==> config.mk <==
export PLATFORM = sky130hd
export DESIGN_NAME = dma_desc_regs
export DESIGN_NICKNAME = d
export VERILOG_FILES = /design/src/rtl/dma_desc_pkg.sv /design/src/rtl/dma_desc_bus.sv /design/src/rtl/dma_desc_store.sv /design/src/rtl/dma_desc_irq.sv /design/src/rtl/dma_desc_regs.sv
export SDC_FILE = /design/constraint.sdc
export NUM_CORES = 1
export LEC_CHECK = 0
export BUFFER_PORTS_ARGS = -buffer_cell sky130_fd_sc_hd__buf_2
export CORE_MARGIN = 5
export CORE_UTILIZATION = 45
export DETAILED_ROUTE_END_ITERATION = 8
export GPL_TIMING_DRIVEN = 0
export PLACE_DENSITY = 0.69
export SKIP_CTS_REPAIR_TIMING = 1
export SLEW_MARGIN = 15
export SYNTH_ARGS = -nofsm -noshare
export SYNTH_HDL_FRONTEND = slang
export SYNTH_HIERARCHICAL = 1
export SYNTH_SLANG_ARGS = --single-unit
==> constraint.sdc <==
create_clock -name clk_i -period 4.6 [get_ports clk_i]
set_input_delay 0.23 -clock clk_i [delete_from_list [all_inputs] [get_ports clk_i]]
set_output_delay 0.23 -clock clk_i [all_outputs]
set_load 0.005 [all_outputs]
==> src/rtl/dma_desc_pkg.sv <==
package dma_desc_pkg;
  localparam int DATA_W  = 32;
  localparam int LANES   = DATA_W / 8;
  localparam int IDX_W   = 4;
  localparam int STORE_N = 6;
  localparam int STORE_BASE = 2;

  typedef enum logic [IDX_W-1:0] {
    IDX_CTRL = 4'd0,
    IDX_STAT = 4'd1,
    IDX_LOC  = 4'd2,
    IDX_HLO  = 4'd3,
    IDX_HHI  = 4'd4,
    IDX_LEN  = 4'd5,
    IDX_NLO  = 4'd6,
    IDX_NHI  = 4'd7,
    IDX_ATTR = 4'd8
  } reg_idx_e;

  typedef enum logic [1:0] {
    ENG_IDLE    = 2'b00,
    ENG_BUSY    = 2'b01,
    ENG_ERROR   = 2'b10,
    ENG_ABORTED = 2'b11
  } eng_state_e;
endpackage

==> src/rtl/dma_desc_bus.sv <==
module dma_desc_bus (
  input  logic clk_i,
  input  logic rst_i,
  input  logic cyc_i,
  input  logic stb_i,
  output logic acc_o,
  output logic ack_o
);
  logic ack_q;

  assign acc_o = cyc_i && stb_i && !ack_q;
  assign ack_o = ack_q;

  always_ff @(posedge clk_i) begin
    if (rst_i) ack_q <= 1'b0;
    else       ack_q <= acc_o;
  end
endmodule

==> src/rtl/dma_desc_store.sv <==
module dma_desc_store #(
  parameter int N  = 6,
  parameter int DW = 32
) (
  input  logic                  clk_i,
  input  logic                  rst_i,
  input  logic [N-1:0]          we_i,
  input  logic [DW/8-1:0]       sel_i,
  input  logic [DW-1:0]         dat_i,
  output logic [N-1:0][DW-1:0]  q_o
);
  localparam int LN = DW / 8;

  for (genvar w = 0; w < N; w++) begin : g_word
    for (genvar b = 0; b < LN; b++) begin : g_lane
      always_ff @(posedge clk_i) begin
        if (rst_i)
          q_o[w][b*8 +: 8] <= 8'h00;
        else if (we_i[w] && sel_i[b])
          q_o[w][b*8 +: 8] <= dat_i[b*8 +: 8];
      end
    end
  end
endmodule

==> src/rtl/dma_desc_irq.sv <==
module dma_desc_irq (
  input  logic clk_i,
  input  logic rst_i,
  input  logic set_i,
  input  logic clr_i,
  output logic flag_o
);
  always_ff @(posedge clk_i) begin
    if (rst_i)      flag_o <= 1'b0;
    else if (set_i) flag_o <= 1'b1;
    else if (clr_i) flag_o <= 1'b0;
  end
endmodule

==> src/rtl/dma_desc_regs.sv <==
module dma_desc_regs
  import dma_desc_pkg::*;
#(
  parameter int ADDR_W = 6
) (
  input  logic              clk_i,
  input  logic              rst_i,
  input  logic              wb_cyc_i,
  input  logic              wb_stb_i,
  input  logic              wb_we_i,
  input  logic [ADDR_W-1:0] wb_adr_i,
  input  logic [3:0]        wb_sel_i,
  input  logic [31:0]       wb_dat_i,
  output logic [31:0]       wb_dat_o,
  output logic              wb_ack_o,
  input  logic [1:0]        eng_state_i,
  input  logic              eng_irq_set_i,
  output logic              start_o,
  output logic              abort_o,
  output logic [1:0]        swap_mode_o,
  output logic              ctrl_wr_o,
  output logic [31:0]       loc_addr_o,
  output logic [63:0]       host_addr_o,
  output logic [31:0]       len_o,
  output logic [63:0]       next_ptr_o,
  output logic              dir_o,
  output logic              chain_o,
  output logic              irq_o
);
  logic                              acc;
  logic [IDX_W-1:0]                  idx;
  logic                              wr_acc;
  logic                              hit_ctrl;
  logic                              hit_attr;
  logic                              irq_clr;
  logic [STORE_N-1:0]                st_we;
  logic [STORE_N-1:0][DATA_W-1:0]    st_q;
  logic [DATA_W-1:0]                 rd_word;

  assign idx      = wb_adr_i[5:2];
  assign wr_acc   = acc && wb_we_i;
  assign hit_ctrl = wr_acc && (idx == IDX_CTRL);
  assign hit_attr = wr_acc && (idx == IDX_ATTR) && wb_sel_i[0];
  assign irq_clr  = wr_acc && (idx == IDX_STAT) && wb_sel_i[0] && wb_dat_i[2];

  dma_desc_bus u_bus (
    .clk_i (clk_i),
    .rst_i (rst_i),
    .cyc_i (wb_cyc_i),
    .stb_i (wb_stb_i),
    .acc_o (acc),
    .ack_o (wb_ack_o)
  );

  for (genvar w = 0; w < STORE_N; w++) begin : g_we
    assign st_we[w] = wr_acc && (idx == IDX_W'(w + STORE_BASE));
  end

  dma_desc_store #(.N(STORE_N), .DW(DATA_W)) u_store (
    .clk_i (clk_i),
    .rst_i (rst_i),
    .we_i  (st_we),
    .sel_i (wb_sel_i),
    .dat_i (wb_dat_i),
    .q_o   (st_q)
  );

  dma_desc_irq u_irq (
    .clk_i  (clk_i),
    .rst_i  (rst_i),
    .set_i  (eng_irq_set_i),
    .clr_i  (irq_clr),
    .flag_o (irq_o)
  );

  always_ff @(posedge clk_i) begin
    if (rst_i) begin
      start_o     <= 1'b0;
      abort_o     <= 1'b0;
      ctrl_wr_o   <= 1'b0;
      swap_mode_o <= 2'b00;
      dir_o       <= 1'b0;
      chain_o     <= 1'b0;
    end else begin
      start_o   <= hit_ctrl && wb_sel_i[0] && wb_dat_i[0];
      abort_o   <= hit_ctrl && wb_sel_i[0] && wb_dat_i[1];
      ctrl_wr_o <= hit_ctrl;
      if (hit_ctrl && wb_sel_i[0]) swap_mode_o <= wb_dat_i[3:2];
      if (hit_attr) begin
        dir_o   <= wb_dat_i[0];
        chain_o <= wb_dat_i[1];
      end
    end
  end

  always_comb begin
    rd_word = '0;
    case (idx)
      IDX_CTRL: rd_word = {28'd0, swap_mode_o, 2'b00};
      IDX_STAT: rd_word = {29'd0, irq_o, eng_state_i};
      IDX_ATTR: rd_word = {30'd0, chain_o, dir_o};
      default: begin
        if (idx >= IDX_W'(STORE_BASE) && idx < IDX_W'(STORE_BASE + STORE_N))
          rd_word = st_q[3'(idx - IDX_W'(STORE_BASE))];
      end
    endcase
  end

  always_ff @(posedge clk_i) begin
    if (rst_i)                  wb_dat_o <= '0;
    else if (acc && !wb_we_i)   wb_dat_o <= rd_word;
    else                        wb_dat_o <= '0;
  end

  assign loc_addr_o  = st_q[IDX_LOC - STORE_BASE];
  assign host_addr_o = {st_q[IDX_HHI - STORE_BASE], st_q[IDX_HLO - STORE_BASE]};
  assign len_o       = st_q[IDX_LEN - STORE_BASE];
  assign next_ptr_o  = {st_q[IDX_NHI - STORE_BASE], st_q[IDX_NLO - STORE_BASE]};
endmodule

==> results by group, run 1 <==
Synth
  – Ys Warns: 6
  – Simple-gate share of the synthesized area: 20.1%
  – Synth cell types: 45
  – Mux cell area share after synthesis: 28.3%
  – EDFF count, synth: 0
  – Cells after Synth: 917
  – Main flop type after synthesis: dfxtp_1
  – Syn Nets: 968
  – Post-Synth XOR/XNOR Area: 0%
  – Synthesized-area fraction occupied by adder cells: 0.119%
  – Sequential area share after synthesis: ~44%
  – Post-synthesis cell area: 0.0106 mm²
  – Syn Area/Cell: 11.5 µm²
  – Synth Area in Compound Gates: between 3 and 4%
  – Post-synthesis register bit count: 233
  – Post-synth ARST share: 0%
  – Main combinational cell family by area after synthesis: multiplexers

Timing
  – Tcrit/Tclk final: 62.3%
  – Final worst slack: 1.73 ns
  – Final Setup Violations: 0
  – Final Max Slew Viols: 0
  – Fmax: 349 MHz
  – Final Hold Viols: 0
  – Slew headroom: 15.9%
  – Final min period: 2.87 ns
  – RSZ-0062 raised after global routing: false
  – Total Neg Setup Slack: 0 ns
  – Worst Skew: 0.00821 ns
  – Worst-margin pin slew: between 1 and 1.5 ns

Global route
  – Initial antenna violation count: 2
  – Vias in the first global route: 8,380
  – First-pass GRT wire length: 51,800 µm
  – Global route total overflow: 0
  – Largest net degree at the start of global routing: 13
  – GRT Total Usage: 25.5%

Cells and area
  – Area grow syn2layout: 25.0%
  – Fillers: 2,072
  – Most common cell after layout, fill and taps aside: buf_2
  – Net count, final: 1,273
  – Most frequent cells in the layout: buf_2 (287), dfxtp_1 (233), nand2b_1 (198), mux2i_1 (192)
  – Layout cell share with drive strength beyond 1: 37.0%

Run status
  – Status: finished clean

Pwr
  – Clock share of power: 46.9%
  – Internal power: around 3.4 mW
  – Sequential Power Share: 46.3%
  – Switch share: 22.8%
  – Power Total: 4.38 mW
  – Leakage: 6.68 nW
  – Psw: 0.998 mW
  – Worst VDD drop: 220 µV
  – Comb power frac: 6.8%
  – Power per Cell Area: 332 mW/mm²

Clocking
  – CTS clk-pin slew, worst paths: 0.06 ns
  – H-tree depth: 1
  – Clk root buf: clkbuf_16
  – Max Buffers Root-to-Sink: 3
  – Clock latency on the worst-skew pair: 0.52 ns
  – CTS tree: built
  – Num CTS Buffers: 26
  – # clock sinks: 233

Worst setup path
  – Worst Setup Start Kind: flop
  – Max stage delay on crit path: 0.72 ns
  – Crit path kind: flop to flop
  – Top delay family on crit path: simple AND/OR/NAND/NOR gates
  – Worst Setup End Kind: flop
  – CP Cell Sequence: and3b_2 -> nand2_1 -> or3_1 -> nor3b_1 -> nand2_1 -> mux2i_1
  – Slowest cell on the critical path: nor3b_1
  – Most frequent CP cell: nand2_1
  – R2R Setup Slk: 1.73 ns
  – Req. time, crit path: 5.04 ns
  – CP arrival: 3.30 ns
  – RR Endpoint: u_store/q_o[107]$_SDFFE_PP0P_
  – Worst r2r src: u_bus/ack_o$_SDFF_PP0_
  – CP Max Fanout: 8
  – Worst path bufs/invs: 0
  – Reg2reg path depth: 6

Min path
  – HP Class: input port to flop
  – Min-Delay Endpoint: swap_mode_o[1]$_SDFFE_PP0P_
  – Hold depth: 3
  – Hold_sp: wb_dat_i[3]

Routing
  – DRC Markers: 0
  – Final wirelength: 35,300 µm
  – Remaining antenna violation count: 0
  – DRT Pass-1 Iters: 6
  – WL/cell: about 23 µm
  – Vias per inst: 5.26
  – DR vias: 8,199
  – Initial DRC count: roughly 620

Place
  – RePlAce Congestion: 0.847
  – Pre-CTS setup slack: 1.49 ns
  – Port bufs: 275
  – Dpl hpwl: 24,600 µm

Job
  – Max_cap viols: 0

Die
  – Die area: 0.0266 mm²
  – Core area: between 0.02 and 0.025 mm²
  – Core Rows: 56
  – IO Pins: 283
  – Die width: 163 µm
  – Initial Utilization: a little under half
  – Die Y: 163 µm
==> worst min-delay path: stages <==
cell and delay [ns]:
buf_2 0.13, nand3_1 0.07, a21oi_1 0.05
==> how the worst max path moves through the flow <==
stage	startpoint	to	cells past startpoint
global placement	wb_adr_i[2]	u_store/q_o[17]$_SDFFE_PP0P_	7
finish	u_bus/ack_o$_SDFF_PP0_	u_store/q_o[107]$_SDFFE_PP0P_	6
detailed placement	wb_adr_i[2]	u_store/q_o[23]$_SDFFE_PP0P_	7
floorplan	u_bus/ack_o$_SDFF_PP0_	u_store/q_o[100]$_SDFFE_PP0P_	6
global route	u_bus/ack_o$_SDFF_PP0_	u_store/q_o[14]$_SDFFE_PP0P_	5
CTS	u_bus/ack_o$_SDFF_PP0_	u_store/q_o[104]$_SDFFE_PP0P_	6
==> kinds of logic after synthesis <==
logic type | count (synthesis)
buffers and inverters | 63
DFF | 233
muxes | 255
AOI/OAI and AO/OA | 48
and+or+nand+nor | 317
adders and majority gates | 1
==> cells in the mapped netlist, drive strengths merged (3+ instances only) <==
library cell  instances  area [µm²]
nor4                  3        33.8
nand2b              227        1640
nor3b                 4        30.0
o21ai                 4        20.0
buf                  38         327
clkbuf               22        90.1
and2                  5        31.3
dfxtp               233        4660
inv                   3        11.3
nor2                 30         113
mux2i               192        1920
a22oi                32         240
mux2                 31         349
a21oi                 6        33.8
nand3                 9        45.0
nand2                25         104
mux4                 32         721
==> power by group through the flow <==
| stage | Sequential [mW] | Combinational, mW | Clock [mW] |
|---|---|---|---|
| after floorplan | 2.07 | 0.173 | 0 |
| after global placement | 2.07 | 0.291 | 0 |
| after detailed placement | 2.07 | 0.293 | 0 |
| after CTS | 2.03 | 0.294 | 2.09 |
| after global routing | 2.03 | 0.309 | 2.17 |
| final | 2.03 | 0.296 | 2.05 |
==> stage by stage <==
step                      area, µm²  cells  util [%]  hold slack (ns)
final                         13200   1559      56.7          0.00659
after global routing          13200   1559      56.7          0.00598
after CTS                     13200   1556      56.6           -0.101
after detailed placement      12300   1511      53.0            0.457
after global placement        12300   1511      53.0            0.452
after floorplan               10600    917         -            0.292
==> routing by layer <==
metal | routed length [µm] | vias to the layer above | global-route usage (%)
li1 | - | 3808 | -
met5 | 13 | - | 0
met3 | 2310 | 50 | 4.69
met2 | 16700 | 297 | 43.2
met4 | 670 | 2 | 6.02
met1 | 15600 | 4042 | 33.9
==> final cells by class <==
class                           instances  area [µm²]  share of cell area [%]
Buffer                                 60         417                    3.16
Timing Repair Buffer                  277        1400                    10.6
Antenna cell                            1        2.50                  0.0190
Clock inverter                          3        40.0                   0.303
Clock buffer                           42         802                    6.08
Multi-Input combinational cell        621        5460                    41.4
Sequential cell                       233        4660                    35.4
Inverter                                3        11.3                  0.0854
Tap cell                              319         399                    3.03
==> sequential cells by signal, summed over array words and instances, names as in the netlist <==
register / cells
ctrl_wr_o: 1
u_bus/ack_o: 1
abort_o: 1
chain_o: 1
u_irq/flag_o: 1
wb_dat_o: 32
u_store/q_o: 192
start_o: 1
dir_o: 1
swap_mode_o: 2
(Power assumes the default switching activity.)
==> run 2: changes to the inputs <==
--- a/config.mk
+++ b/config.mk
@@ -10,7 +10,7 @@
 export CORE_UTILIZATION = 45
 export DETAILED_ROUTE_END_ITERATION = 8
 export GPL_TIMING_DRIVEN = 0
-export PLACE_DENSITY = 0.69
+export PLACE_DENSITY = 0.72
 export SKIP_CTS_REPAIR_TIMING = 1
 export SLEW_MARGIN = 15
 export SYNTH_ARGS = -nofsm -noshare
==> constraint.sdc (replaced) <==
create_clock -name clk_i -period 2.4 [get_ports clk_i]
set_input_delay 0.12 -clock clk_i [delete_from_list [all_inputs] [get_ports clk_i]]
set_output_delay 0.12 -clock clk_i [all_outputs]
set_load 0.005 [all_outputs]
==> results by group, run 2 (synthesis results as in run 1) <==
Worst setup path
  – Worst r2r src: u_bus/ack_o$_SDFF_PP0_
  – Worst Setup End Kind: flop
  – Crit path kind: flop to flop
  – Setup crit end: u_store/q_o[169]$_SDFFE_PP0P_
  – CP Max Fanout: 8
  – Worst Setup Start Kind: flop
  – RR Endpoint: u_store/q_o[169]$_SDFFE_PP0P_
  – CP arrival: 2.81 ns
  – Req. time, crit path: ~2.9 ns
  – Reg2reg path depth: 6
  – R2R Setup Slk: 0.04 ns
  – Critical Path Start: u_bus/ack_o$_SDFF_PP0_

Die
  – Core Rows: between 50 and 60
  – Core area: 0.0233 mm²
  – Die width: 163 µm
  – IO Pins: 283
  – Die area: 0.0266 mm²
  – Initial Utilization: 45.4%
  – Die Y: 163 µm

Routing
  – Remaining antenna violation count: 0
  – Initial DRC count: 637
  – DRT Pass-1 Iters: 4
  – DR vias: 8,438
  – DRC Markers: 0
  – WL/cell: 22.3 µm
  – Vias per inst: 5.30
  – Final wirelength: 35,600 µm

Pwr
  – Worst VDD drop: 483 µV
  – Comb power frac: 7.0%
  – Internal power: around 6.7 mW
  – Power per Cell Area: 639 mW/mm²
  – Psw: 2.02 mW
  – Sequential Power Share: between 40% and 50%
  – Clock share of power: 48.5%
  – Switch share: 23.1%
  – Leakage: 6.86 nW

Run status
  – Failing checks: negative hold slack
  – Status: finished with violations

Cells and area
  – Net count, final: approximately 1,300
  – Fillers: ~2,000
  – Largest registers: u_store/q_o x192, wb_dat_o x32, swap_mode_o x2
  – Most frequent cells in the layout: buf_2 (287), dfxtp_1 (233), nand2b_1 (198), mux2i_1 (192), dlygate4sd3_1 (33)
  – Layout cell share with drive strength beyond 1: 38.0%
  – Max reg flops: 192
  – Largest Register: u_store/q_o
  – Most common cell after layout, fill and taps aside: buf_2
  – Area grow syn2layout: 29.3%

Job
  – Max_cap viols: 0

Clocking
  – Clock latency on the worst-skew pair: 0.53 ns
  – Clk root buf: clkbuf_16
  – H-tree depth: 1
  – CTS tree: built
  – # clock sinks: between 200 and 250
  – Max Buffers Root-to-Sink: 3
  – CTS clk-pin slew, worst paths: 0.06 ns
  – Num CTS Buffers: 26

Global route
  – Initial antenna violation count: 3
  – Largest net degree at the start of global routing: 14
  – Global route total overflow: 0
  – First-pass GRT wire length: roughly 52,000 µm
  – Vias in the first global route: roughly 8,400
  – GRT Total Usage: between 20% and 30%

Place
  – Dpl hpwl: 24,600 µm
  – RePlAce Congestion: 0.876
  – Port bufs: 275

Timing
  – Worst-margin pin slew: 0.939 ns
  – WHS: -0.0278 ns
  – Worst Skew: 0.00833 ns
  – Final Setup Violations: 0
  – Tcrit/Tclk final: 98.2%
  – Slew headroom: 37.4%
  – Fmax: 424 MHz
  – Final Hold Viols: 5
  – Total Neg Setup Slack: 0 ns
  – Final min period: 2.36 ns
  – Final Max Slew Viols: 0
  – RSZ-0062 raised after global routing: true

Min path
  – HP Class: input port to flop
[run 2: changes by cell type in the layout (fill, tap and decap cells not counted), sizes merged]
cell,previous run,this run
clkinvlp,0,1
clkinv,2,6
clkbuf,64,59
dlygate4sd3,2,33
bufinv,1,3
[run 2: worst min path at each step]
stage | depth (start not counted) | to | slack [ns] | startpoint
finish | 3 | wb_dat_o[1]$_SDFF_PP0_ | -0.03 | eng_state_i[1]
global route | 3 | wb_dat_o[1]$_SDFF_PP0_ | 0.004 | eng_state_i[1]
CTS | 2 | u_irq/flag_o$_SDFFE_PP0P_ | -0.20 | rst_i
detailed placement | 2 | u_irq/flag_o$_SDFFE_PP0P_ | 0.35 | rst_i
global placement | 2 | u_irq/flag_o$_SDFFE_PP0P_ | 0.35 | rst_i
floorplan | 1 | u_irq/flag_o$_SDFFE_PP0P_ | 0.18 | rst_i
[run 2: critical path, stage by stage (launching register included)]
cell and delay [ns]:
dfxtp_1 0.31, and3b_2 0.26, nand2_1 0.17, or3_1 0.49
nor2_2 0.33, nand2_1 0.42, mux2i_1 0.29
[run 2: per-stage QoR]
step                setup WS [ns]  utilization [%]  area (µm²)  instances  total power, mW
global placement           -0.568             53.0       12300       1511             4.52
global route              -0.0289             58.7       13600       1592             8.96
detailed placement         -0.668             53.0       12300       1511             4.53
finish                     0.0427             58.7       13600       1592             8.72
floorplan                   0.393                -       10600        917             4.30
CTS                        -0.439             56.9       13200       1559             8.71
[run 2: area by class of cell]
type                            instances  area [µm²]  share of cell area, %
Antenna cell                            1        2.50                 0.0183
Clock inverter                         10         131                  0.963
Timing Repair Buffer                  308        1710                   12.5
Sequential cell                       233        4660                   34.2
Multi-Input combinational cell        621        5540                   40.6
Inverter                                3        11.3                 0.0825
Buffer                                 59         413                   3.03
Clock buffer                           38         777                   5.69
Tap cell                              319         399                   2.92
[run 2: power groups by stage]
stage                     combinational, mW  sequential (mW)  clock [mW]
final                                 0.610             3.88        4.22
after global routing                  0.639             3.88        4.44
after CTS                             0.559             3.88        4.27
after detailed placement              0.557             3.97           0
after global placement                0.556             3.97           0
after floorplan                       0.332             3.97           0
[run 2: layer usage]
metal | share of wire (%) | wire [µm] | track usage (%) | vias up
met2 | 47 | 16800 | 42.4 | 329
met4 | 2.0 | 705 | 5.57 | 2
met1 | 44 | 15600 | 34.6 | 4180
met5 | 0.020 | 7 | 0 | -
li1 | - | - | - | 3870
met3 | 6.9 | 2470 | 4.72 | 57
==> run 3: changes to the inputs <==
--- a/config.mk
+++ b/config.mk
@@ -6,11 +6,14 @@
 export NUM_CORES = 1
 export LEC_CHECK = 0
 export BUFFER_PORTS_ARGS = -buffer_cell sky130_fd_sc_hd__buf_2
+export CELL_PAD_IN_SITES_DETAIL_PLACEMENT = 1
+export CELL_PAD_IN_SITES_GLOBAL_PLACEMENT = 1
 export CORE_MARGIN = 5
-export CORE_UTILIZATION = 45
+export CORE_UTILIZATION = 37
 export DETAILED_ROUTE_END_ITERATION = 8
 export GPL_TIMING_DRIVEN = 0
-export PLACE_DENSITY = 0.72
+export MAX_ROUTING_LAYER = met4
+export PLACE_DENSITY = 0.75
 export SKIP_CTS_REPAIR_TIMING = 1
 export SLEW_MARGIN = 15
 export SYNTH_ARGS = -nofsm -noshare
==> results by group, run 3 (synthesis results as in run 1) <==
Die
  – Core area: 0.0280 mm²
  – IO Pins: 283
  – Initial Utilization: 37.7%
  – Core Rows: 61
  – Die Y: around 180 µm
  – Die area: between 0.03 and 0.04 mm²
  – Die width: 179 µm

Worst setup path
  – Max stage delay on crit path: 0.52 ns
  – Most frequent CP cell: nand2_1
  – Req. time, crit path: roughly 2.9 ns
  – Worst Setup End Kind: flop
  – Worst path bufs/invs: 0
  – Worst r2r src: u_bus/ack_o$_SDFF_PP0_
  – CP Max Fanout: 8
  – Slowest cell on the critical path: nand2_1
  – Critical Path Start: u_bus/ack_o$_SDFF_PP0_
  – CP arrival: 2.96 ns
  – Crit path kind: flop to flop
  – Worst Setup Start Kind: flop
  – Top delay family on crit path: simple AND/OR/NAND/NOR gates
  – CP Cell Sequence: and3b_2 -> nand2_1 -> or3_1 -> nor3_2 -> nand2_1 -> mux2i_1

Pwr
  – Power per Cell Area: 640 mW/mm²
  – Leakage: 6.86 nW
  – Worst VDD drop: 496 µV

Timing
  – Slew headroom: approximately a third
  – Final Hold Viols: 4
  – RSZ-0062 raised after global routing: true
  – Final Setup Violations: 74
  – Fmax: approximately 400 MHz
  – Worst Skew: slightly above 0.008 ns
  – Worst-margin pin slew: 0.980 ns
  – Final worst slack: -0.104 ns
  – WHS: -0.00469 ns
  – Final Max Slew Viols: 0
  – Tcrit/Tclk final: 104%
  – Final min period: approximately 2.5 ns

Clocking
  – CTS tree: built
  – H-tree depth: 1
  – # clock sinks: between 200 and 250
  – CTS clk-pin slew, worst paths: 0.06 ns
  – Max Buffers Root-to-Sink: 3
  – Clk root buf: clkbuf_16
  – Clock latency on the worst-skew pair: approximately 0.54 ns
  – Num CTS Buffers: 26

Routing
  – Remaining antenna violation count: 0
  – DRT Pass-1 Iters: 5
  – WL/cell: around 24 µm
  – Initial DRC count: 441
  – Vias per inst: slightly above 5
  – Final wirelength: between 40,000 and 50,000 µm
  – DR vias: 8,476
  – DRC Markers: 0

Place
  – Dpl hpwl: roughly 28,000 µm
  – Port bufs: about 280
  – Placed cell areas: roughly 0.012 mm²
  – RePlAce Congestion: just over 0.8
  – Pre-CTS setup slack: -0.506 ns

Cells and area
  – Largest Register: u_store/q_o
  – Max reg flops: 192
  – Area grow syn2layout: 29.9%
  – Most frequent cells in the layout: buf_2 (287), dfxtp_1 (233), nand2b_1 (198), mux2i_1 (192), dlygate4sd3_1 (34)
  – Layout cell share with drive strength beyond 1: 37.5%
  – Largest registers: u_store/q_o x192, wb_dat_o x32, swap_mode_o x2
  – Most common cell after layout, fill and taps aside: buf_2
  – Net count, final: around 1,300
  – Cell area after layout: 0.0137 mm²

Min path
  – Hold_sp: eng_state_i[0]
  – HP Class: input port to flop

Run status
  – Failing checks: negative hold slack, negative setup slack
  – Status: finished with violations

Global route
  – Initial antenna violation count: 4
  – GRT Total Usage: 24.7%
  – Vias in the first global route: 8,820
  – First-pass GRT wire length: 57,400 µm
  – Global route total overflow: 0
  – Largest net degree at the start of global routing: 14

Job
  – Max_cap viols: 0
==> run 3: routing by layer <==
metal	track usage, %	wire length (µm)
met5	-	0
met1	32.3	17700
met2	39.9	19200
met4	7.26	1250
met3	3.67	1950
==> run 3: where the power goes <==
| group | internal, mW | switching [mW] | leakage, nW |
|---|---|---|---|
| sequential | 3.88 | 0.00757 | 1.88 |
| combinational | 0.263 | 0.365 | 4.54 |
| clock | 2.56 | 1.70 | 0.444 |
==> run 3: path summary, 6_finish.rpt <==
path	endpoint	slack (ns)	depth (start not counted)
setup / recovery	u_store/q_o[82]$_SDFFE_PP0P_	-0.10	6
hold / removal	wb_dat_o[0]$_SDFF_PP0_	-0.005	3
setup reg to reg	u_store/q_o[82]$_SDFFE_PP0P_	-0.10	6
hold reg to reg	u_store/q_o[49]$_SDFFE_PP0P_	0.49	2
==> run 3: final cells by class <==
| class | instances | area (µm²) |
|---|---|---|
| inverter | 3 | 11.3 |
| sequential | 233 | 4660 |
| clock buffer | 38 | 777 |
| timing repair buffer | 309 | 1720 |
| antenna | 3 | 7.51 |
| fill | 3108 | 14300 |
| tap | 378 | 473 |
| buffer | 60 | 418 |
| multi-input combinational | 621 | 5510 |
| clock inverter | 10 | 130 |
==> run 3: tightest hold or removal path: cells and delay by family <==
| family | cells | cell delay [ns] |
|---|---|---|
| buffers and inverters | 1 | 0.09 |
| AO/OA/AOI/OAI | 2 | 0.26 |
==> run 3: per-stage QoR <==
stage	utilization (%)	hold slack [ns]	instances	power, mW	setup TNS (ns)
after floorplan	-	0.182	917	4.30	0
after global placement	44.3	0.360	1570	4.54	-57.66
after detailed placement	44.3	0.358	1570	4.55	-32.47
after CTS	47.6	-0.206	1618	8.81	-24.57
after global routing	49.0	0.00136	1655	9.05	-14.59
final	49.0	-0.00469	1655	8.77	-2.85
